==> config.mk <==
export PLATFORM = sky130hd
export DESIGN_NAME = async_tx_frac
export DESIGN_NICKNAME = d
export VERILOG_FILES = /design/src/rtl/async_tx_frac_pkg.sv /design/src/rtl/async_tx_frac_datapath.sv /design/src/rtl/async_tx_frac_ctrl.sv /design/src/rtl/async_tx_frac.sv
export SDC_FILE = /design/constraint.sdc
export NUM_CORES = 1
export LEC_CHECK = 0
export ABC_AREA = 1
export BUFFER_PORTS_ARGS = -buffer_cell sky130_fd_sc_hd__buf_2
export CAP_MARGIN = 20
export CORE_ASPECT_RATIO = 1.2
export CORE_UTILIZATION = 30
export CTS_CLUSTER_SIZE = 10
export DETAILED_ROUTE_END_ITERATION = 10
export SKIP_LAST_GASP = 1
export SLEW_MARGIN = 25
export SYNTH_ARGS = -nofsm -noshare
export SYNTH_HDL_FRONTEND = slang
export SYNTH_SLANG_ARGS = --single-unit
export TNS_END_PERCENT = 30
==> constraint.sdc <==
create_clock -name clk -period 2.7 [get_ports clk]
set_clock_uncertainty 0.15 [all_clocks]
set_input_delay 0.54 -clock clk [delete_from_list [all_inputs] [get_ports clk]]
set_output_delay 0.54 -clock clk [all_outputs]
set_load 0.1 [all_outputs]
==> src/rtl/async_tx_frac_pkg.sv <==
package async_tx_frac_pkg;

  typedef enum logic [2:0] {
    ST_IDLE   = 3'd0,
    ST_START  = 3'd1,
    ST_DATA   = 3'd2,
    ST_PARITY = 3'd3,
    ST_STOP   = 3'd4
  } txState_e;

  localparam logic [2:0] PAR_ODD   = 3'd1;
  localparam logic [2:0] PAR_EVEN  = 3'd2;
  localparam logic [2:0] PAR_MARK  = 3'd3;
  localparam logic [2:0] PAR_SPACE = 3'd4;

  typedef struct packed {
    logic loadChar;
    logic loadBit;
    logic loadStop;
    logic shift;
  } txStrobe_t;

endpackage

==> src/rtl/async_tx_frac_datapath.sv <==
module async_tx_frac_datapath
  import async_tx_frac_pkg::*;
#(
  parameter int DATA_W = 8,
  parameter int STOP_W = 5,
  parameter int CNT_W  = 8
) (
  input  logic                      clk,
  input  logic                      rstN,
  input  logic                      tickEn,
  input  txStrobe_t                 strobes,
  input  logic [DATA_W-1:0]         inData,
  input  logic [$clog2(DATA_W)-1:0] cfgLen,
  input  logic [2:0]                cfgParity,
  input  logic [STOP_W-1:0]         cfgStop,
  input  logic [1:0]                cfgFactor,
  output logic                      dataBit,
  output logic                      parityBit,
  output logic                      cntLast,
  output logic                      bitsLast
);
  localparam int BW = $clog2(DATA_W + 1);

  logic [DATA_W-1:0] shiftReg;
  logic [DATA_W-1:0] masked;
  logic              parReg;
  logic              parNext;
  logic [CNT_W-1:0]  cnt;
  logic [CNT_W-1:0]  bitTicks;
  logic [CNT_W-1:0]  stopTicks;
  logic [BW-1:0]     bitsLeft;

  // Keep only the data bits that will actually be sent.
  always_comb begin
    for (int i = 0; i < DATA_W; i++) begin
      masked[i] = inData[i] & (i <= int'(cfgLen));
    end
  end

  always_comb begin
    case (cfgParity)
      PAR_ODD:   parNext = ~(^masked);
      PAR_EVEN:  parNext = ^masked;
      PAR_MARK:  parNext = 1'b1;
      default:   parNext = 1'b0;
    endcase
  end

  always_comb begin
    case (cfgFactor)
      2'd0:    bitTicks = CNT_W'(1);
      2'd1:    bitTicks = CNT_W'(16);
      2'd2:    bitTicks = CNT_W'(32);
      default: bitTicks = CNT_W'(64);
    endcase
  end

  // Fractional stop only at factor 16; otherwise round up to whole bits.
  always_comb begin
    if (cfgFactor == 2'd1) stopTicks = CNT_W'(cfgStop) + CNT_W'(1);
    else if (cfgStop[STOP_W-1]) stopTicks = bitTicks << 1;
    else stopTicks = bitTicks;
  end

  always_ff @(posedge clk or negedge rstN) begin
    if (!rstN) begin
      shiftReg <= '0;
      parReg   <= 1'b0;
      bitsLeft <= '0;
    end else if (strobes.loadChar) begin
      shiftReg <= inData;
      parReg   <= parNext;
      bitsLeft <= BW'(cfgLen) + BW'(1);
    end else if (strobes.shift) begin
      shiftReg <= shiftReg >> 1;
      bitsLeft <= bitsLeft - BW'(1);
    end
  end

  always_ff @(posedge clk or negedge rstN) begin
    if (!rstN) cnt <= CNT_W'(1);
    else if (strobes.loadBit) cnt <= bitTicks;
    else if (strobes.loadStop) cnt <= stopTicks;
    else if (tickEn) cnt <= cnt - CNT_W'(1);
  end

  assign dataBit   = shiftReg[0];
  assign parityBit = parReg;
  assign cntLast   = (cnt == CNT_W'(1));
  assign bitsLast  = (bitsLeft == BW'(1));

  // without a tick or reload the phase counter does not move
  a_r4_hold_without_tick: assert property (@(posedge clk) disable iff (!rstN)
    (!tickEn && !strobes.loadBit && !strobes.loadStop) |=> $stable(cnt));

  // a freshly loaded stop period always has at least one tick
  a_r5_stop_nonzero: assert property (@(posedge clk) disable iff (!rstN)
    strobes.loadStop |=> (cnt != '0));

endmodule

==> src/rtl/async_tx_frac_ctrl.sv <==
module async_tx_frac_ctrl
  import async_tx_frac_pkg::*;
(
  input  logic       clk,
  input  logic       rstN,
  input  logic       tickEn,
  input  logic       inValid,
  input  logic       cfgBreak,
  input  logic [2:0] cfgParity,
  input  logic       cntLast,
  input  logic       bitsLast,
  input  logic       dataBit,
  input  logic       parityBit,
  output logic       inReady,
  output logic       txLine,
  output txStrobe_t  strobes
);
  txState_e state, stateNext;
  logic phaseEnd;
  logic accept;
  logic hasParity;

  assign phaseEnd  = tickEn && cntLast;
  assign hasParity = (cfgParity >= PAR_ODD) && (cfgParity <= PAR_SPACE);
  assign inReady   = !cfgBreak &&
                     ((state == ST_IDLE) || ((state == ST_STOP) && phaseEnd));
  assign accept    = inValid && inReady;

  always_comb begin
    stateNext = state;
    strobes   = '0;
    unique case (state)
      ST_IDLE: begin
        if (accept) begin
          strobes.loadChar = 1'b1;
          strobes.loadBit  = 1'b1;
          stateNext        = ST_START;
        end
      end
      ST_START: begin
        if (phaseEnd) begin
          strobes.loadBit = 1'b1;
          stateNext       = ST_DATA;
        end
      end
      ST_DATA: begin
        if (phaseEnd) begin
          strobes.shift = 1'b1;
          if (!bitsLast) begin
            strobes.loadBit = 1'b1;
          end else if (hasParity) begin
            strobes.loadBit = 1'b1;
            stateNext       = ST_PARITY;
          end else begin
            strobes.loadStop = 1'b1;
            stateNext        = ST_STOP;
          end
        end
      end
      ST_PARITY: begin
        if (phaseEnd) begin
          strobes.loadStop = 1'b1;
          stateNext        = ST_STOP;
        end
      end
      ST_STOP: begin
        if (accept) begin
          strobes.loadChar = 1'b1;
          strobes.loadBit  = 1'b1;
          stateNext        = ST_START;
        end else if (phaseEnd) begin
          stateNext = ST_IDLE;
        end
      end
      default: stateNext = ST_IDLE;
    endcase
  end

  always_ff @(posedge clk or negedge rstN) begin
    if (!rstN) state <= ST_IDLE;
    else state <= stateNext;
  end

  always_comb begin
    case (state)
      ST_START:  txLine = 1'b0;
      ST_DATA:   txLine = dataBit;
      ST_PARITY: txLine = parityBit;
      ST_STOP:   txLine = 1'b1;
      default:   txLine = !cfgBreak;
    endcase
  end

  // an accepted character always enters its start bit next
  a_r8_accept_starts: assert property (@(posedge clk) disable iff (!rstN)
    (inValid && inReady) |=> (state == ST_START));

  // the data phase is entered only from the start bit
  a_r2_data_after_start: assert property (@(posedge clk) disable iff (!rstN)
    ((state == ST_DATA) && ($past(state) != ST_DATA)) |-> ($past(state) == ST_START));

  // the parity bit only follows the data bits
  a_r3_parity_after_data: assert property (@(posedge clk) disable iff (!rstN)
    ((state == ST_PARITY) && ($past(state) != ST_PARITY)) |-> ($past(state) == ST_DATA));

  // a stop period ends in idle or directly in a new start bit
  a_r7_stop_exit: assert property (@(posedge clk) disable iff (!rstN)
    (($past(state) == ST_STOP) && (state != ST_STOP)) |-> ((state == ST_IDLE) || (state == ST_START)));

endmodule

==> src/rtl/async_tx_frac.sv <==
module async_tx_frac
  import async_tx_frac_pkg::*;
(
  input  logic       clk,
  input  logic       rstN,
  input  logic       tickEn,
  input  logic       inValid,
  input  logic [7:0] inData,
  output logic       inReady,
  input  logic [2:0] cfgLen,
  input  logic [2:0] cfgParity,
  input  logic [4:0] cfgStop,
  input  logic [1:0] cfgFactor,
  input  logic       cfgBreak,
  output logic       txLine
);
  txStrobe_t strobes;
  logic dataBit, parityBit, cntLast, bitsLast;

  async_tx_frac_ctrl u_ctrl (
    .clk(clk), .rstN(rstN), .tickEn(tickEn), .inValid(inValid),
    .cfgBreak(cfgBreak), .cfgParity(cfgParity), .cntLast(cntLast),
    .bitsLast(bitsLast), .dataBit(dataBit), .parityBit(parityBit),
    .inReady(inReady), .txLine(txLine), .strobes(strobes)
  );

  async_tx_frac_datapath #(.DATA_W(8), .STOP_W(5), .CNT_W(8)) u_dp (
    .clk(clk), .rstN(rstN), .tickEn(tickEn), .strobes(strobes),
    .inData(inData), .cfgLen(cfgLen), .cfgParity(cfgParity),
    .cfgStop(cfgStop), .cfgFactor(cfgFactor), .dataBit(dataBit),
    .parityBit(parityBit), .cntLast(cntLast), .bitsLast(bitsLast)
  );

endmodule

==> qor.yml, run 1 <==
num_io_pins: 28
fin_cells: 402
insertion_delay_ps: 260
firstDrtPassIters: 5
vias: 1911
cts_resized: 0
n_antenna_cell: 0
p_seq_frac: 0.319
cp-start-kind: "register"
path_clk_slew_ps: 80
syn_area_per_cell_um2: 6.68
synth_edf_count: 0
postCtsSetupBuffers: 0
synth.area.top_cells: "dfrtp_1 (29%), nand2_1 (19%), inv_1 (8.3%)"
drcViolationCount: 0
synth-async-reset-ratio: 1.00
layout.nets: 355
clockBufferDepth: 2
maxCapViolCount: 0
portBuffers: 27
peakVddDrop_v: 0.000349
worstSetupPathType: "register to primary output"
setup_viol: 0
cts_buffers: 3
path_max_fanout: 5
syn_nets: 326
antenna_found_initial: 0
postCtsHoldBufs: 0
cts_tree: "built"
tightestPinTransition_ps: 547
track_usage: 0.140
clockPowerShare: 0.153
vias_per_cell: 4.75
grt_start_max_net_pins: 25
cp-end-kind: "primary output"
ff2ff_path_depth: 12
globalRouteOverflowTotal: 0
syn_inst: 292
drt-initial-drc-count: 59
dp_cells: 398
p_switching_uw: 916
start_util: 0.316
cell_internal_pwr_uw: 1120
r2r-start: "u_dp.cnt[0]"
place_ws_ps: 427
combPwrFrac: 0.529
dp_hpwl_mm: 3.60
dieArea_mm2: 0.00683
fmaxAchievable_ghz: 0.393
power_density_mw_per_mm2: 909
fill_cells: 679
grt_pass1_vias: 1797
yosysMostFrequentCell: "nand2_1"
cts_sinks: 24
hold_class: "primary input to asynchronous set/reset pin"
clockRootBuffer: "clkbuf_8"
drive_above_1_share: 0.163
syn_area_mm2: 0.00195
rows: 31
grt_first_pass_wirelength_mm: 7.68
drt_wl_total_mm: 4.42
synth_largest_area_cell: "dfrtp_1"
cts-htree-levels: 1
worstSetupStartpoint: "u_dp.cnt[0]"
synth_warnings: 0
wl_per_cell_um: 11.0
drtAntennaViolNets: 0
place.gp.congestion: 0.833
switching_share: 0.450
fin_crit_sh: 0.942
ys_ff_latch: 24
status: "finished, final reports clean"
finalHoldViolations: 0
min_period_ps: 2540
max-slew-margin-rel: 0.635
synth_top_area_share: 0.295
die_h_um: 90.4
cp_data_required_time_ps: 2010
area_growth_pct: 14.8
setup-tns-final_ps: 0
rsz0062_at_grt: "false"
cellLeakagePower_uw: 0.00122
drv_slew: 0
arrival_ps: 1850
ys_types: 34
synthTopCellsByCount: "nand2_1 (99), inv_1 (43), nand3_1 (26), dfrtp_1 (23), nor2_1 (17)"
finalWorstSetupSlack_ps: 156
design.core.area_mm2: 0.00617
fp.dieW_um: 75.6
synth_flop_cell: "dfrtp_1"
yosysSeqAreaShare: 0.308
-- cells in the final DEF, fill, tap and decap left out, types with 2 or more instances in the layout --
| cell | synthesis | layout |
|---|---|---|
| nand2_1 | 99 | 99 |
| inv_1 | 43 | 43 |
| buf_2 | 1 | 27 |
| nand3_1 | 26 | 26 |
| dfrtp_1 | 23 | 23 |
| nor2_1 | 17 | 17 |
| o21ai_0 | 9 | 9 |
| ha_1 | 8 | 8 |
| o221ai_1 | 6 | 6 |
| o21ai_1 | 6 | 6 |
| nand4_1 | 5 | 5 |
| a21oi_1 | 5 | 5 |
| nand2_2 | 4 | 4 |
| o22ai_1 | 4 | 4 |
| xnor2_1 | 4 | 4 |
| nor2_2 | 3 | 3 |
| inv_2 | 3 | 3 |
| xor2_1 | 3 | 3 |
| o211ai_1 | 3 | 3 |
| clkbuf_8 | 0 | 3 |
| nor3_1 | 2 | 2 |
| nand3_2 | 2 | 2 |
| nand2_4 | 2 | 2 |
| a31oi_1 | 2 | 2 |
-- area by class of cell --
cell class / count / area, µm² / area share
multi-input cells: 218 / 1150 / 0.513
flip-flops and latches: 24 / 602 / 0.269
inverters: 46 / 173 / 0.0771
well taps: 82 / 103 / 0.0458
repair buffers: 28 / 143 / 0.0637
clock inverters: 1 / 30.0 / 0.0134
clock buffers: 3 / 41.3 / 0.0184
-- cell families (layout without fill, tap and decap cells) --
| logic type | Yosys count | in the layout | synth area share |
|---|---|---|---|
| xor+xnor | 7 | 7 | 0.0314 |
| fa+ha+maj | 8 | 8 | 0.0513 |
| flops | 24 | 24 | 0.308 |
| compound gates | 40 | 40 | 0.130 |
| simple gates | 163 | 163 | 0.372 |
| buf+inv | 50 | 78 | 0.106 |
-- worst paths after layout --
kind | end | slack (ps)
max | inReady | 160
min | u_dp.parityBit | 100
max reg2reg | u_dp.shiftReg[6] | 490
min reg2reg | u_dp.parityBit | 340
max in group asynchronous | u_dp.cnt[0] | 1920
min in group clk | u_dp.parityBit | 340
-- power by group through the flow --
stage	combinational (µW)	sequential, µW	clock (µW)
after detailed placement	1090	655	0
after global routing	1230	671	334
after floorplan	899	623	0
final	1080	649	311
after global placement	1070	648	0
after CTS	1090	649	320
-- flip-flops by register name (all words and copies together), names as in the netlist --
signal,cells
u_dp.cnt,8
u_dp.parityBit,1
u_dp.shiftReg,8
u_ctrl.state,3
u_dp.bitsLeft,4
-- per-stage QoR --
step / util / total power (µW) / cell area, µm² / hold WS, ps
after global routing: 0.363 / 2240 / 2240 / 147
after CTS: 0.363 / 2060 / 2240 / 124
after detailed placement: 0.352 / 1740 / 2170 / 327
after global placement: 0.352 / 1720 / 2170 / 320
final: 0.363 / 2040 / 2240 / 103
after floorplan: - / 1520 / 1960 / 94.4
-- per-layer routing --
metal  GRT usage  vias up  part of all wire
met3      0.0179        4             0.028
met4      0.0355        0             0.011
li1            -     1003                 -
met1       0.174      873              0.46
met5           0        -                 0
met2       0.248       31              0.50
-- worst max-delay path: stages (launching register included) --
cell	delay [ps]
dfstp_2	560
ha_1	140
nand2_1	50
nor2_2	110
nand2_2	100
nand2_1	70
nand2_1	60
inv_2	70
buf_2	420
(Power assumes the default switching activity.)
==> run 2, diff against run 1 <==
Settings changed: CORE_ASPECT_RATIO 1.2 to 0.9.
==> run 2 against run 1 <==
Effect of this change:
- critical path depth unchanged
- cell area up 0.28%
- largest cell class unchanged
- sequential share of layout area down 0.075 points
- power about the same
- clock power up 2%
- critical path type unchanged
==> qor.yml, run 2 (synthesized netlist as in run 1, its figures left out) <==
status: "finished, final reports clean"
drt-initial-drc-count: 93
clockBufferDepth: 2
timing.rr.end: "u_dp.shiftReg[4]"
crit_chain: "ha_1 > nand2_1 > nor2_2 > nand2_2 > nand2_1 > nand2_1 > inv_2 > buf_2"
place_ws_ps: 414
final_common_cell: "nand2_1"
portBuffers: 27
n_antenna_cell: 0
path_buf_inv: 2
cellLeakagePower_uw: 0.00122
grt_start_max_net_pins: 25
track_usage: 0.141
grt_pass1_vias: 1748
globalRouteOverflowTotal: 0
layout.nets: 355
antenna_found_initial: 0
finalHoldViolations: 0
crit_end: "inReady"
setup_viol: 0
start_util: 0.314
die_h_um: 78.5
fmaxAchievable_ghz: 0.390
tightestPinTransition_ps: 546
drtAntennaViolNets: 0
path_delay_family: "flip-flops"
num_io_pins: 28
place.gp.congestion: 0.848
vias_per_cell: 4.66
fin_crit_sh: 0.950
drive_above_1_share: 0.163
cpPeakStageDelay_ps: 560
path_depth: 8
cts_tree: "built"
postCtsHoldBufs: 0
slowest_stage: "dfstp_2"
r2r-start: "u_dp.cnt[0]"
vias: 1896
path_max_fanout: 5
cp-start-kind: "register"
area_growth_pct: 15.1
grt_first_pass_wirelength_mm: 7.76
wl_per_cell_um: 10.7
fp.dieW_um: 87.0
rows: 27
worstSetupStartpoint: "u_dp.cnt[0]"
cts_resized: 0
min_period_ps: 2570
cts-htree-levels: 1
maxCapViolCount: 0
cts_buffers: 3
fin_hold_ws_ps: 97.0
hold_class: "primary input to asynchronous set/reset pin"
arrival_ps: 1880
insertion_delay_ps: 270
dp_hpwl_mm: 3.45
postCtsSetupBuffers: 0
drcViolationCount: 0
finalWorstSetupSlack_ps: 134
cp-end-kind: "primary output"
drt_wl_total_mm: 4.35
clockRootBuffer: "clkbuf_8"
rsz0062_at_grt: "false"
dieArea_mm2: 0.00683
power_density_mw_per_mm2: 907
max-slew-margin-rel: 0.636
ff2ff_path_depth: 12
ff2ff_setup_slack_ps: 470
largestRegisters: "u_dp.cnt x8, u_dp.shiftReg x8, u_dp.bitsLeft x4"
peakVddDrop_v: 0.000307
cts_sinks: 24
firstDrtPassIters: 4
cpMostUsedCell: "nand2_1"
path_clk_slew_ps: 90
drv_slew: 0
setup-tns-final_ps: 0
worstSetupPathType: "register to primary output"
design.core.area_mm2: 0.00622
cp_data_required_time_ps: 2010
final_cell_mix: "nand2_1 (99), inv_1 (43), buf_2 (27)"
## run 2: cell counts in the layout (fill, tap and decap cells not counted)
Identical to the previous run, type by type.
## run 2: layer usage
layer  track usage  wire length, µm  up-vias
met2         0.222             1960       28
met5             0                0        -
li1              -                -     1001
met1         0.201             2210      865
met4        0.0167               19        0
met3        0.0315              160        2
## run 2: worst min path at each step
stage                                start               end  slack, ps
after floorplan                       rstN   u_ctrl.state[0]         90
after global placement      u_dp.parityBit    u_dp.parityBit        320
after detailed placement  u_dp.shiftReg[6]  u_dp.shiftReg[6]        330
after CTS                             rstN  u_dp.shiftReg[5]        110
after global routing                  rstN  u_dp.shiftReg[2]        140
final                                 rstN  u_dp.shiftReg[2]        100
## run 2: final cells by class
cell class | instances | area (µm²)
multi-input cells | 218 | 1150
inverters | 46 | 173
flip-flops and latches | 24 | 602
repair buffers | 28 | 143
fillers | 690 | 3970
well taps | 87 | 109
clock buffers | 3 | 41.3
clock inverters | 1 | 30.0
## run 2: stage by stage
step | power (µW) | area, µm² | util | cells
final | 2040 | 2250 | 0.362 | 407
after global routing | 2260 | 2250 | 0.362 | 407
after CTS | 2060 | 2250 | 0.362 | 407
after detailed placement | 1730 | 2180 | 0.350 | 403
after global placement | 1720 | 2180 | 0.350 | 403
after floorplan | 1520 | 1960 | - | 292
## run 2: where the power goes
group          leakage [µW]  internal, µW  switching (µW)  total, µW
logic              0.000883           396             681       1080
clock network     0.0000357           198             119        317
registers          0.000299           527             115        643
## run 2: worst reg2reg max path, cell delays in order, from the launching register on
cell and delay, ps:
dfstp_2 560, ha_1 140, nand2_1 50, nor2_2 110, nand2_2 100, nand2_1 70, nand2_1 60, inv_2 90
nand2_4 170, nand2_1 260, inv_1 150, nand2_1 90, o221ai_1 100
